$ cat src/rtl/sio_cfg_pkg.sv
package sio_cfg_pkg;
   localparam int KEY_LEN = 4;
   // first key byte is the most significant element
   localparam logic [KEY_LEN-1:0][7:0] UNLOCK_KEY = {8'h87, 8'h01, 8'h55, 8'h55};

   localparam logic [7:0] IDX_EXIT  = 8'h02;
   localparam logic [7:0] IDX_LDN   = 8'h07;
   localparam logic [7:0] IDX_ID_HI = 8'h20;
   localparam logic [7:0] IDX_ID_LO = 8'h21;
   localparam logic [7:0] IDX_REV   = 8'h22;
   localparam logic [7:0] EXIT_CMD  = 8'h02;
   localparam logic [7:0] CLOSED_RD = 8'hFF;
endpackage

$ cat src/rtl/sio_key_fsm.sv
module sio_key_fsm
   import sio_cfg_pkg::*;
(
   input  logic       clk,
   input  logic       rst_n,
   input  logic       clr,
   input  logic       idx_wr,
   input  logic [7:0] wbyte,
   output logic       key_done
);
   localparam int CW = (KEY_LEN > 1) ? $clog2(KEY_LEN) : 1;
   localparam logic [CW-1:0] LAST = CW'(KEY_LEN - 1);

   logic [CW-1:0] pos_q;
   logic [7:0]    want;
   logic          hit, first_hit;

   always_comb begin
      want      = UNLOCK_KEY[KEY_LEN-1-int'(pos_q)];
      hit       = (wbyte == want);
      first_hit = (wbyte == UNLOCK_KEY[KEY_LEN-1]);
      key_done  = idx_wr && hit && (pos_q == LAST);
   end

   always_ff @(posedge clk or negedge rst_n) begin
      if (!rst_n)
         pos_q <= '0;
      else if (clr)
         pos_q <= '0;
      else if (idx_wr) begin
         if (hit)
            pos_q <= (pos_q == LAST) ? '0 : pos_q + 1'b1;
         else
            pos_q <= first_hit ? CW'(1) : '0;
      end
   end
endmodule

$ cat src/rtl/sio_reg_file.sv
module sio_reg_file
   import sio_cfg_pkg::*;
#(
   parameter logic [15:0] CHIP_ID    = 16'h8728,
   parameter logic [3:0]  CHIP_REV   = 4'h3,
   parameter logic [7:0]  DEV_LDN    = 8'h07,
   parameter logic [7:0]  BASE_IDX   = 8'h62,
   parameter int          BASE_BYTES = 2,
   parameter logic [8*BASE_BYTES-1:0] BASE_RESET = 16'h0A00
) (
   input  logic                    clk,
   input  logic                    rst_n,
   input  logic                    idx_we,
   input  logic                    dat_we,
   input  logic [7:0]              wbyte,
   output logic [7:0]              cur_idx,
   output logic [7:0]              rd_byte,
   output logic [7:0]              ldn_out,
   output logic [8*BASE_BYTES-1:0] base_out
);
   localparam int BW = 8 * BASE_BYTES;

   if (BASE_BYTES < 1 || BASE_BYTES > 4) begin : g_bad_bytes
      $error("BASE_BYTES must be 1..4");
   end
   if (int'(BASE_IDX) < 8'h30 || int'(BASE_IDX) + BASE_BYTES > 256) begin : g_bad_idx
      $error("BASE_IDX overlaps global registers or wraps");
   end

   logic [7:0] idx_q, ldn_q;
   logic       dev_sel;
   logic [BASE_BYTES-1:0] base_hit;
   logic [7:0] base_val [BASE_BYTES];

   assign dev_sel = (ldn_q == DEV_LDN);

   always_ff @(posedge clk or negedge rst_n) begin
      if (!rst_n) begin
         idx_q <= '0;
         ldn_q <= '0;
      end else begin
         if (idx_we)
            idx_q <= wbyte;
         if (dat_we && idx_q == IDX_LDN)
            ldn_q <= wbyte;
      end
   end

   for (genvar b = 0; b < BASE_BYTES; b++) begin : g_base
      localparam int SH = 8 * (BASE_BYTES - 1 - b);
      localparam logic [7:0] MY_IDX = BASE_IDX + 8'(b);
      logic [7:0] q;
      always_ff @(posedge clk or negedge rst_n) begin
         if (!rst_n)
            q <= BASE_RESET[SH +: 8];
         else if (dat_we && dev_sel && idx_q == MY_IDX)
            q <= wbyte;
      end
      assign base_out[SH +: 8] = q;
      assign base_hit[b]       = dev_sel && (idx_q == MY_IDX);
      assign base_val[b]       = q;
   end

   always_comb begin
      rd_byte = 8'h00;
      unique case (idx_q)
         IDX_LDN:   rd_byte = ldn_q;
         IDX_ID_HI: rd_byte = CHIP_ID[15:8];
         IDX_ID_LO: rd_byte = CHIP_ID[7:0];
         IDX_REV:   rd_byte = {4'h0, CHIP_REV};
         default: begin
            for (int b = 0; b < BASE_BYTES; b++)
               if (base_hit[b]) rd_byte = base_val[b];
         end
      endcase
   end

   assign cur_idx = idx_q;
   assign ldn_out = ldn_q;
endmodule

$ cat src/rtl/sio_cfg_port.sv
module sio_cfg_port
   import sio_cfg_pkg::*;
#(
   parameter int          ADDR_W     = 16,
   parameter logic [15:0] INDEX_ADDR = 16'h002E,
   parameter logic [15:0] CHIP_ID    = 16'h8728,
   parameter logic [3:0]  CHIP_REV   = 4'h3,
   parameter logic [7:0]  GPIO_LDN   = 8'h07,
   parameter logic [7:0]  BASE_IDX   = 8'h62,
   parameter logic [15:0] BASE_RESET = 16'h0A00
) (
   input  logic              clk,
   input  logic              rst_n,
   input  logic [ADDR_W-1:0] io_addr,
   input  logic [7:0]        io_wdata,
   input  logic              io_wr,
   input  logic              io_rd,
   output logic [7:0]        io_rdata,
   output logic              io_rvalid,
   output logic              cfg_open,
   output logic [7:0]        ldn_sel,
   output logic [15:0]       gpio_base
);
   localparam logic [ADDR_W-1:0] IDX_PORT = ADDR_W'(INDEX_ADDR);
   localparam logic [ADDR_W-1:0] DAT_PORT = ADDR_W'(INDEX_ADDR) + 1'b1;

   if (ADDR_W < 8 || ADDR_W > 16) begin : g_bad_aw
      $error("ADDR_W must be 8..16");
   end
   if (INDEX_ADDR[0] != 1'b0) begin : g_bad_port
      $error("INDEX_ADDR must be even");
   end

   logic hit_idx, hit_dat, key_done, exit_hit, open_q;
   logic [7:0] cur_idx, rd_byte;

   assign hit_idx  = (io_addr == IDX_PORT);
   assign hit_dat  = (io_addr == DAT_PORT);
   assign exit_hit = open_q && io_wr && hit_dat &&
                     (cur_idx == IDX_EXIT) && (io_wdata == EXIT_CMD);

   sio_key_fsm u_key (
      .clk      (clk),
      .rst_n    (rst_n),
      .clr      (open_q),
      .idx_wr   (io_wr && hit_idx && !open_q),
      .wbyte    (io_wdata),
      .key_done (key_done)
   );

   sio_reg_file #(
      .CHIP_ID    (CHIP_ID),
      .CHIP_REV   (CHIP_REV),
      .DEV_LDN    (GPIO_LDN),
      .BASE_IDX   (BASE_IDX),
      .BASE_BYTES (2),
      .BASE_RESET (BASE_RESET)
   ) u_regs (
      .clk      (clk),
      .rst_n    (rst_n),
      .idx_we   (io_wr && hit_idx && open_q),
      .dat_we   (io_wr && hit_dat && open_q),
      .wbyte    (io_wdata),
      .cur_idx  (cur_idx),
      .rd_byte  (rd_byte),
      .ldn_out  (ldn_sel),
      .base_out (gpio_base)
   );

   always_ff @(posedge clk or negedge rst_n) begin
      if (!rst_n)
         open_q <= 1'b0;
      else if (exit_hit)
         open_q <= 1'b0;
      else if (key_done)
         open_q <= 1'b1;
   end

   always_ff @(posedge clk or negedge rst_n) begin
      if (!rst_n) begin
         io_rvalid <= 1'b0;
         io_rdata  <= 8'h00;
      end else begin
         io_rvalid <= io_rd && (hit_idx || hit_dat);
         if (io_rd) begin
            if (!open_q)      io_rdata <= CLOSED_RD;
            else if (hit_idx) io_rdata <= cur_idx;
            else              io_rdata <= rd_byte;
         end
      end
   end

   assign cfg_open = open_q;
endmodule

$ cat config.mk
export PLATFORM = sky130hd
export DESIGN_NAME = sio_cfg_port
export DESIGN_NICKNAME = d
export VERILOG_FILES = /design/src/rtl/sio_cfg_pkg.sv /design/src/rtl/sio_key_fsm.sv /design/src/rtl/sio_reg_file.sv /design/src/rtl/sio_cfg_port.sv
export SDC_FILE = /design/constraint.sdc
export NUM_CORES = 1
export LEC_CHECK = 0
export ABC_AREA = 0
export BUFFER_PORTS_ARGS = -buffer_cell sky130_fd_sc_hd__buf_2
export CAP_MARGIN = 10
export CORE_MARGIN = 3
export CORE_UTILIZATION = 39
export CTS_CLUSTER_DIAMETER = 100
export DETAILED_ROUTE_END_ITERATION = 8
export PLACE_DENSITY_LB_ADDON = 0.3
export SLEW_MARGIN = 10
export SYNTH_ARGS = -nofsm -noshare
export SYNTH_HDL_FRONTEND = slang
export SYNTH_SLANG_ARGS = --single-unit
$ cat constraint.sdc
create_clock -name clk -period 3.6 [get_ports clk]
set_input_delay 0 -clock clk [delete_from_list [all_inputs] [get_ports clk]]
set_output_delay 0 -clock clk [all_outputs]
set_load 0.02 [all_outputs]
==> results of run 1 <==
-- tightest hold or removal path, cell delays in order --
cell and delay [ns]:
buf_2 0.18, inv_1 0.07, nor4_1 0.04
-- synth_stat cells (2+ instances only) --
library cell | number | area share
dfstp_2 | 2 | 0.024
ha_1 | 3 | 0.017
nand2_1 | 3 | 0.0052
nor3_1 | 4 | 0.0093
nand3_1 | 7 | 0.016
nand4b_1 | 2 | 0.0081
a21oi_1 | 7 | 0.016
a221oi_1 | 2 | 0.0081
a211oi_1 | 4 | 0.014
or4_1 | 4 | 0.014
a22oi_1 | 6 | 0.021
and2b_2 | 2 | 0.0081
o22ai_1 | 8 | 0.023
or3_1 | 2 | 0.0058
a21boi_0 | 2 | 0.0069
buf_4 | 2 | 0.0069
mux2_2 | 32 | 0.17
clkbuf_1 | 3 | 0.0052
dfrtp_1 | 42 | 0.49
a211o_1 | 3 | 0.012
nor2_1 | 8 | 0.014
inv_1 | 5 | 0.0087
nor4_1 | 6 | 0.017
-- through the flow --
step | instances | util | total power, W
after floorplan | 179 | - | 0.000511
after global placement | 308 | 0.487 | 0.000547
after detailed placement | 308 | 0.487 | 0.000547
after CTS | 319 | 0.515 | 0.000915
after global routing | 319 | 0.515 | 0.000944
final | 319 | 0.515 | 0.000909
-- cell type report --
class | count | area [um^2] | share of cell area
Sequential cell | 44 | 1100 | 0.409
Clock buffer | 6 | 72.6 | 0.0269
Multi-Input combinational cell | 125 | 1010 | 0.377
Tap cell | 70 | 87.6 | 0.0325
Timing Repair Buffer | 68 | 368 | 0.136
Clock inverter | 1 | 30.0 | 0.0111
Inverter | 5 | 18.8 | 0.00696
-- repair_timing --
action,4_1_cts,5_1_grt
hold buffers,4,0
endpoints found under the hold margin,45,0
endpoints found under the setup margin,0,0
-- state kept, by name, indices dropped and copies added, names as in the netlist --
signal           cells
u_regs.ldn_out       8
cfg_open             1
u_regs.g_base.q     16
io_rdata             8
u_regs.cur_idx       8
u_key.pos_q          2
io_rvalid            1
-- power by group through the flow --
stage | Clock (W) | Combinational [W] | Sequential (W)
2_1_floorplan | 0 | 0.00000764 | 0.000504
3_3_place_gp | 0 | 0.0000430 | 0.000504
3_5_place_dp | 0 | 0.0000432 | 0.000504
4_1_cts | 0.000374 | 0.0000465 | 0.000494
5_1_grt | 0.000399 | 0.0000509 | 0.000494
6_report | 0.000370 | 0.0000456 | 0.000494
-- cells by family (layout without fill, tap and decap cells) --
group                      count (synthesis)  count (layout)  share of synthesized area
adders and majority gates                  3               3                     0.0174
DFF                                       44              44                      0.510
xor gates and xnor gates                   1               1                    0.00405
muxes                                     32              32                      0.167
buffers and inverters                     10              80                     0.0208
AOI/OAI and AO/OA                         38              38                      0.126
and+or+nand+nor                           51              51                      0.156
-- metal layers --
metal	GRT usage	share of wire	routed length, um	vias up
met3	0.0404	0.061	358	10
li1	-	-	-	837
met4	0.0642	0.019	114	0
met1	0.235	0.43	2510	874
met2	0.321	0.49	2870	75
met5	0	0	0	-
-- worst paths after layout --
kind | slack, ns | start | cells past startpoint | endpoint
max | 1.43 | io_addr[12] | 6 | u_regs.g_base[0].q[7]
min | 0.04 | io_rd | 3 | io_rvalid
max reg2reg | 1.53 | u_regs.cur_idx[4] | 4 | u_regs.ldn_out[7]
min reg2reg | 0.53 | io_rdata[6] | 2 | io_rdata[6]
max in group asynchronous | 2.58 | rst_n | 2 | u_key.pos_q[1]
min in group asynchronous | 0.42 | rst_n | 2 | u_regs.g_base[1].q[1]
==> flow_metrics.env, run 1 <==
export IMPL_p_leak_nw=1.29
export IMPL_clock_path_buffers=2
export IMPL_core_mm2=0.00524
export IMPL_gr_usage_all_layers=0.188
export IMPL_io_pins=62
export IMPL_gr_total_overflow=0
export IMPL_cts_root_buf="clkbuf_8"
export IMPL_grt_max_degree=45
export IMPL_rsz0062_at_grt="no"
export IMPL_final_common_cell="buf_2"
export IMPL_clkTransAtPathRegs_ns=0.08
export IMPL_hpwl_um=4190
export IMPL_drt_wirelength_per_cell_um=18.4
export IMPL_cp_end_kind="flop"
export IMPL_holdWs_ns=0.0365
export IMPL_crit_slowest_cell="or4_4"
export IMPL_gp_congestion=0.878
export IMPL_tightest_slew_ns=0.973
export IMPL_clkPwrFrac=0.407
export IMPL_drv_cap=0
export IMPL_initial_utilization=0.413
export IMPL_combPwrFrac=0.050
export IMPL_synth_edf_count=0
export IMPL_numClockSinks=44
export IMPL_fmax_ghz=0.461
export IMPL_setup_tns_final_ns=0
export IMPL_nFillCells=469
export IMPL_worst_slack_ns=1.43
export IMPL_drc=0
export IMPL_ir_worst_vdd_mv=0.263
export IMPL_intPower_w=0.000714
export IMPL_cp_max_fo=8
export IMPL_ys_types=43
export IMPL_synth_area_per_cell_um2=12.1
export IMPL_grt_pass1_wl_um=9110
export IMPL_crit_chain="dlygate4sd3_1 -> buf_2 -> or3_1 -> or4_4 -> nor3_4 -> mux2_2"
export IMPL_yosys_warnings=0
export IMPL_antenna_found_initial=0
export IMPL_crit_path_start_kind="primary input"
export IMPL_die_w_um=80.5
export IMPL_final_area_mm2=0.00270
export IMPL_ys_ff_latch=44
export IMPL_final_cell_mix="buf_2, dfrtp_1, mux2_2, nor2_1, o22ai_1"
export IMPL_antenna_left=0
export IMPL_finalSetupViolations=0
export IMPL_crit_required_ns=3.78
export IMPL_power_frac_seq=0.543
export IMPL_slew_limit_headroom=0.351
export IMPL_rows=26
export IMPL_synth_nets=210
export IMPL_powerDensity_mw_per_mm2=337
export IMPL_cts_setup_buffers=0
export IMPL_finalHoldViolCount=0
export IMPL_arrival_ns=2.35
export IMPL_die_area_mm2=0.00648
export IMPL_synth_top_flop_cell="dfrtp_1"
export IMPL_dr_first_iter_drc_count=115
export IMPL_outcome="finished, final reports clean"
export IMPL_finalClockSkew_ns=0.00800
export IMPL_clock_latency_ns=0.30
export IMPL_hp_class="primary input to flop"
export IMPL_diodes=0
export IMPL_drt_pass1_iter_count=4
export IMPL_switching_share=0.214
export IMPL_wl_um=5860
export IMPL_cts_tree="built"
export IMPL_final_layout_size_suffix_gt1_frac=0.454
export IMPL_criticalPathCategory="primary input to flop"
export IMPL_fin_crit_ns=2.17
export IMPL_cts_inserted_buffers=5
export IMPL_viasPerCell=5.63
export IMPL_cts_resized=0
export IMPL_cp_top_family="simple AND/OR/NAND/NOR gates"
export IMPL_portBuffers=61
export IMPL_syn_area_mm2=0.00216
export IMPL_finalCritPeriodShare=0.603
export IMPL_slew_violations=0
export IMPL_placed_cell_area_mm2=0.00255
export IMPL_critPathMaxStageDelay_ns=0.54
export IMPL_synthCells=179
export IMPL_vias=1796
export IMPL_layout_nets=280
export IMPL_h_tree_depth=2
export IMPL_die_y_um=80.5
export IMPL_async_reset_ff_frac=1.00
export IMPL_place_ws_ns=1.20
export IMPL_area_growth_syn_to_layout_pct=24.6
export IMPL_path_buf_inv=2
export IMPL_ys_seq_area_frac=0.510
export IMPL_p_switching_w=0.000195
export IMPL_grt_pass1_vias=1792
Power figures use the tool's default switching activity.
==> run 2, diff against run 1 <==
Settings changed: ABC_AREA 0 to 1.
Clock period 3.6 ns to 1.9 ns, I/O delays scaled along.
==> run 2 against run 1 <==
  * Design area rose by 24%
  * Cell count rose by 66%
  * Sequential share of layout area fell by 8.0 points
  * Critical path depth rose by 1
  * Worst hold slack got worse by 0.029 ns
  * Total power rose by 110%
  * Combinational power rose to 3.8 times the previous value
  * First-iteration DRC count rose by 81%
  * Die area rose by 28%
  * Sequential power rose by 93%
  * Synthesized cell count rose by 100%
==> flow_metrics.env, run 2 <==
export IMPL_outcome="finished, final reports clean"
export IMPL_crit_slowest_cell="dfrtp_1"
export IMPL_grt_pass1_wl_um=12400
export IMPL_p_leak_nw=1.86
export IMPL_cp_end_kind="flop"
export IMPL_clock_latency_ns=0.31
export IMPL_layout_nets=462
export IMPL_clkTransAtPathRegs_ns=0.09
export IMPL_dp_cells=517
export IMPL_die_y_um=91.2
export IMPL_core_mm2=0.00691
export IMPL_nFillCells=725
export IMPL_largest_reg_flops=16
export IMPL_numClockSinks=44
export IMPL_top_register="u_regs.g_base.q"
export IMPL_critPathMaxStageDelay_ns=0.43
export IMPL_worst_slack_ns=0.248
export IMPL_grt_pass1_vias=2488
export IMPL_die_area_mm2=0.00831
export IMPL_hpwl_um=5480
export IMPL_crit_path_start_kind="flop"
export IMPL_arrival_ns=1.90
export IMPL_ir_worst_vdd_mv=0.292
export IMPL_die_w_um=91.2
export IMPL_viasPerCell=5.01
export IMPL_syn_area_mm2=0.00283
export IMPL_cp_max_fo=18
export IMPL_ys_types=39
export IMPL_setup_tns_final_ns=0
export IMPL_ys_top_cells_by_area="dfrtp_1, nand2_1, nand3_1"
export IMPL_synth_top_flop_cell="dfrtp_1"
export IMPL_powerDensity_mw_per_mm2=567
export IMPL_fin_crit_ns=1.65
export IMPL_rows=30
export IMPL_antenna_left=0
export IMPL_drc=0
export IMPL_slew_limit_headroom=0.622
export IMPL_synth_nets=397
export IMPL_synth_area_per_cell_um2=7.73
export IMPL_portBuffers=61
export IMPL_h_tree_depth=2
export IMPL_drt_pass1_iter_count=4
export IMPL_cts_inserted_buffers=5
export IMPL_rrSetupSlack_ns=0.25
export IMPL_yosys_area_top_type="dfrtp_1"
export IMPL_multi_input_area_mm2=0.00149
export IMPL_gr_usage_all_layers=0.185
export IMPL_final_cell_mix="nand2_1, buf_2, dfrtp_1, nand3_1, inv_1"
export IMPL_ys_seq_area_frac=0.390
export IMPL_cpMostUsedCell="nand2_1"
export IMPL_initial_utilization=0.410
export IMPL_criticalPathCategory="flop to flop"
export IMPL_gp_congestion=0.916
export IMPL_synthCells=366
export IMPL_synth_most_common_cell="nand2_1"
export IMPL_async_reset_ff_frac=1.00
export IMPL_rsz0062_at_grt="no"
export IMPL_finalCritPeriodShare=0.870
export IMPL_tightest_slew_ns=0.568
export IMPL_cts_root_buf="clkbuf_8"
export IMPL_finalHoldViolCount=0
export IMPL_slew_violations=0
export IMPL_drt_wirelength_per_cell_um=13.9
export IMPL_finalSetupViolations=0
export IMPL_seqCellArea_mm2=0.00110
export IMPL_yosys_area_top_type_share=0.372
export IMPL_cts_tree="built"
export IMPL_yosys_warnings=0
export IMPL_dr_first_iter_drc_count=208
export IMPL_drv_cap=0
export IMPL_ys_ff_latch=44
export IMPL_cts_setup_buffers=0
export IMPL_gr_total_overflow=0
export IMPL_crit_chain="nor2_1 -> nand2_1 -> nor2_4 -> nand2_4 -> nor2_8 -> nand2_1 -> nand2_1"
export IMPL_clock_path_buffers=2
export IMPL_fin_cells=528
export IMPL_synth_commonest_cells="nand2_1, dfrtp_1, nand3_1"
export IMPL_cp_top_family="simple AND/OR/NAND/NOR gates"
export IMPL_path_buf_inv=0
export IMPL_hp_class="primary input to flop"
export IMPL_vias=2645
export IMPL_synth_edf_count=0
export IMPL_crit_required_ns=2.15
export IMPL_place_ws_ns=0.296
export IMPL_fmax_ghz=0.605
export IMPL_area_growth_syn_to_layout_pct=18.4
export IMPL_grt_max_degree=45
export IMPL_final_common_cell="nand2_1"
export IMPL_final_util=0.485
export IMPL_wl_um=7320
export IMPL_diodes=0
export IMPL_finalClockSkew_ns=0.00795
export IMPL_final_layout_size_suffix_gt1_frac=0.278
export IMPL_antenna_found_initial=0
export IMPL_holdWs_ns=0.00785
export IMPL_io_pins=62
[run 2: tightest hold or removal path: stages]
cell and delay (ns):
buf_2 0.16, nand2_1 0.08, nand2_1 0.05
[run 2: final cells by class]
| type | instances | area share |
|---|---|---|
| Tap cell | 96 | 0.0358 |
| Inverter | 44 | 0.0504 |
| Sequential cell | 44 | 0.329 |
| Clock buffer | 6 | 0.0246 |
| Clock inverter | 2 | 0.0116 |
| Timing Repair Buffer | 65 | 0.102 |
| Multi-Input combinational cell | 271 | 0.446 |
[run 2: power breakdown]
part	internal, W	switching, W	leakage [nW]
Sequential	0.000947	0.00000519	0.549
Combinational	0.0000577	0.000113	1.25
Clock	0.000430	0.000345	0.0614
[run 2: logic make-up after synthesis]
kind of cell             share of synthesized area
buffers and inverters                       0.0818
AO/OA/AOI/OAI                                0.101
AND/OR/NAND/NOR                              0.401
flip-flops                                   0.390
adder cells (fa/ha/maj)                     0.0133
XOR/XNOR                                    0.0124
[run 2: repair_timing]
item,in CTS,in global routing
resized for setup,0,0
hold buffers,3,0
endpoints found under the hold margin,44,0
[run 2: path summary, 6_finish.rpt]
path                                    endpoint                  start  cells after the start
min reg2reg                u_regs.g_base[0].q[1]  u_regs.g_base[0].q[1]                      2
min in group asynchronous            io_rdata[1]                  rst_n                      3
max                        u_regs.g_base[0].q[3]      u_regs.ldn_out[5]                      7
max in group asynchronous      u_regs.ldn_out[3]                  rst_n                      3
min                        u_regs.g_base[1].q[0]            io_wdata[0]                      3
max reg2reg                u_regs.g_base[0].q[3]      u_regs.ldn_out[5]                      7
[run 2: per-stage QoR]
stage | area [um^2] | total power (W)
after detailed placement | 3200 | 0.00114
after global routing | 3350 | 0.00197
after floorplan | 2830 | 0.00105
final | 3350 | 0.00190
after global placement | 3200 | 0.00114
after CTS | 3350 | 0.00191
[run 2: per-layer routing]
metal / GRT usage / up-vias / part of all wire
met5: 0 / - / 0
met4: 0.0415 / 0 / 0.011
met3: 0.0348 / 8 / 0.051
met2: 0.292 / 61 / 0.47
met1: 0.264 / 1256 / 0.46
li1: - / 1320 / -
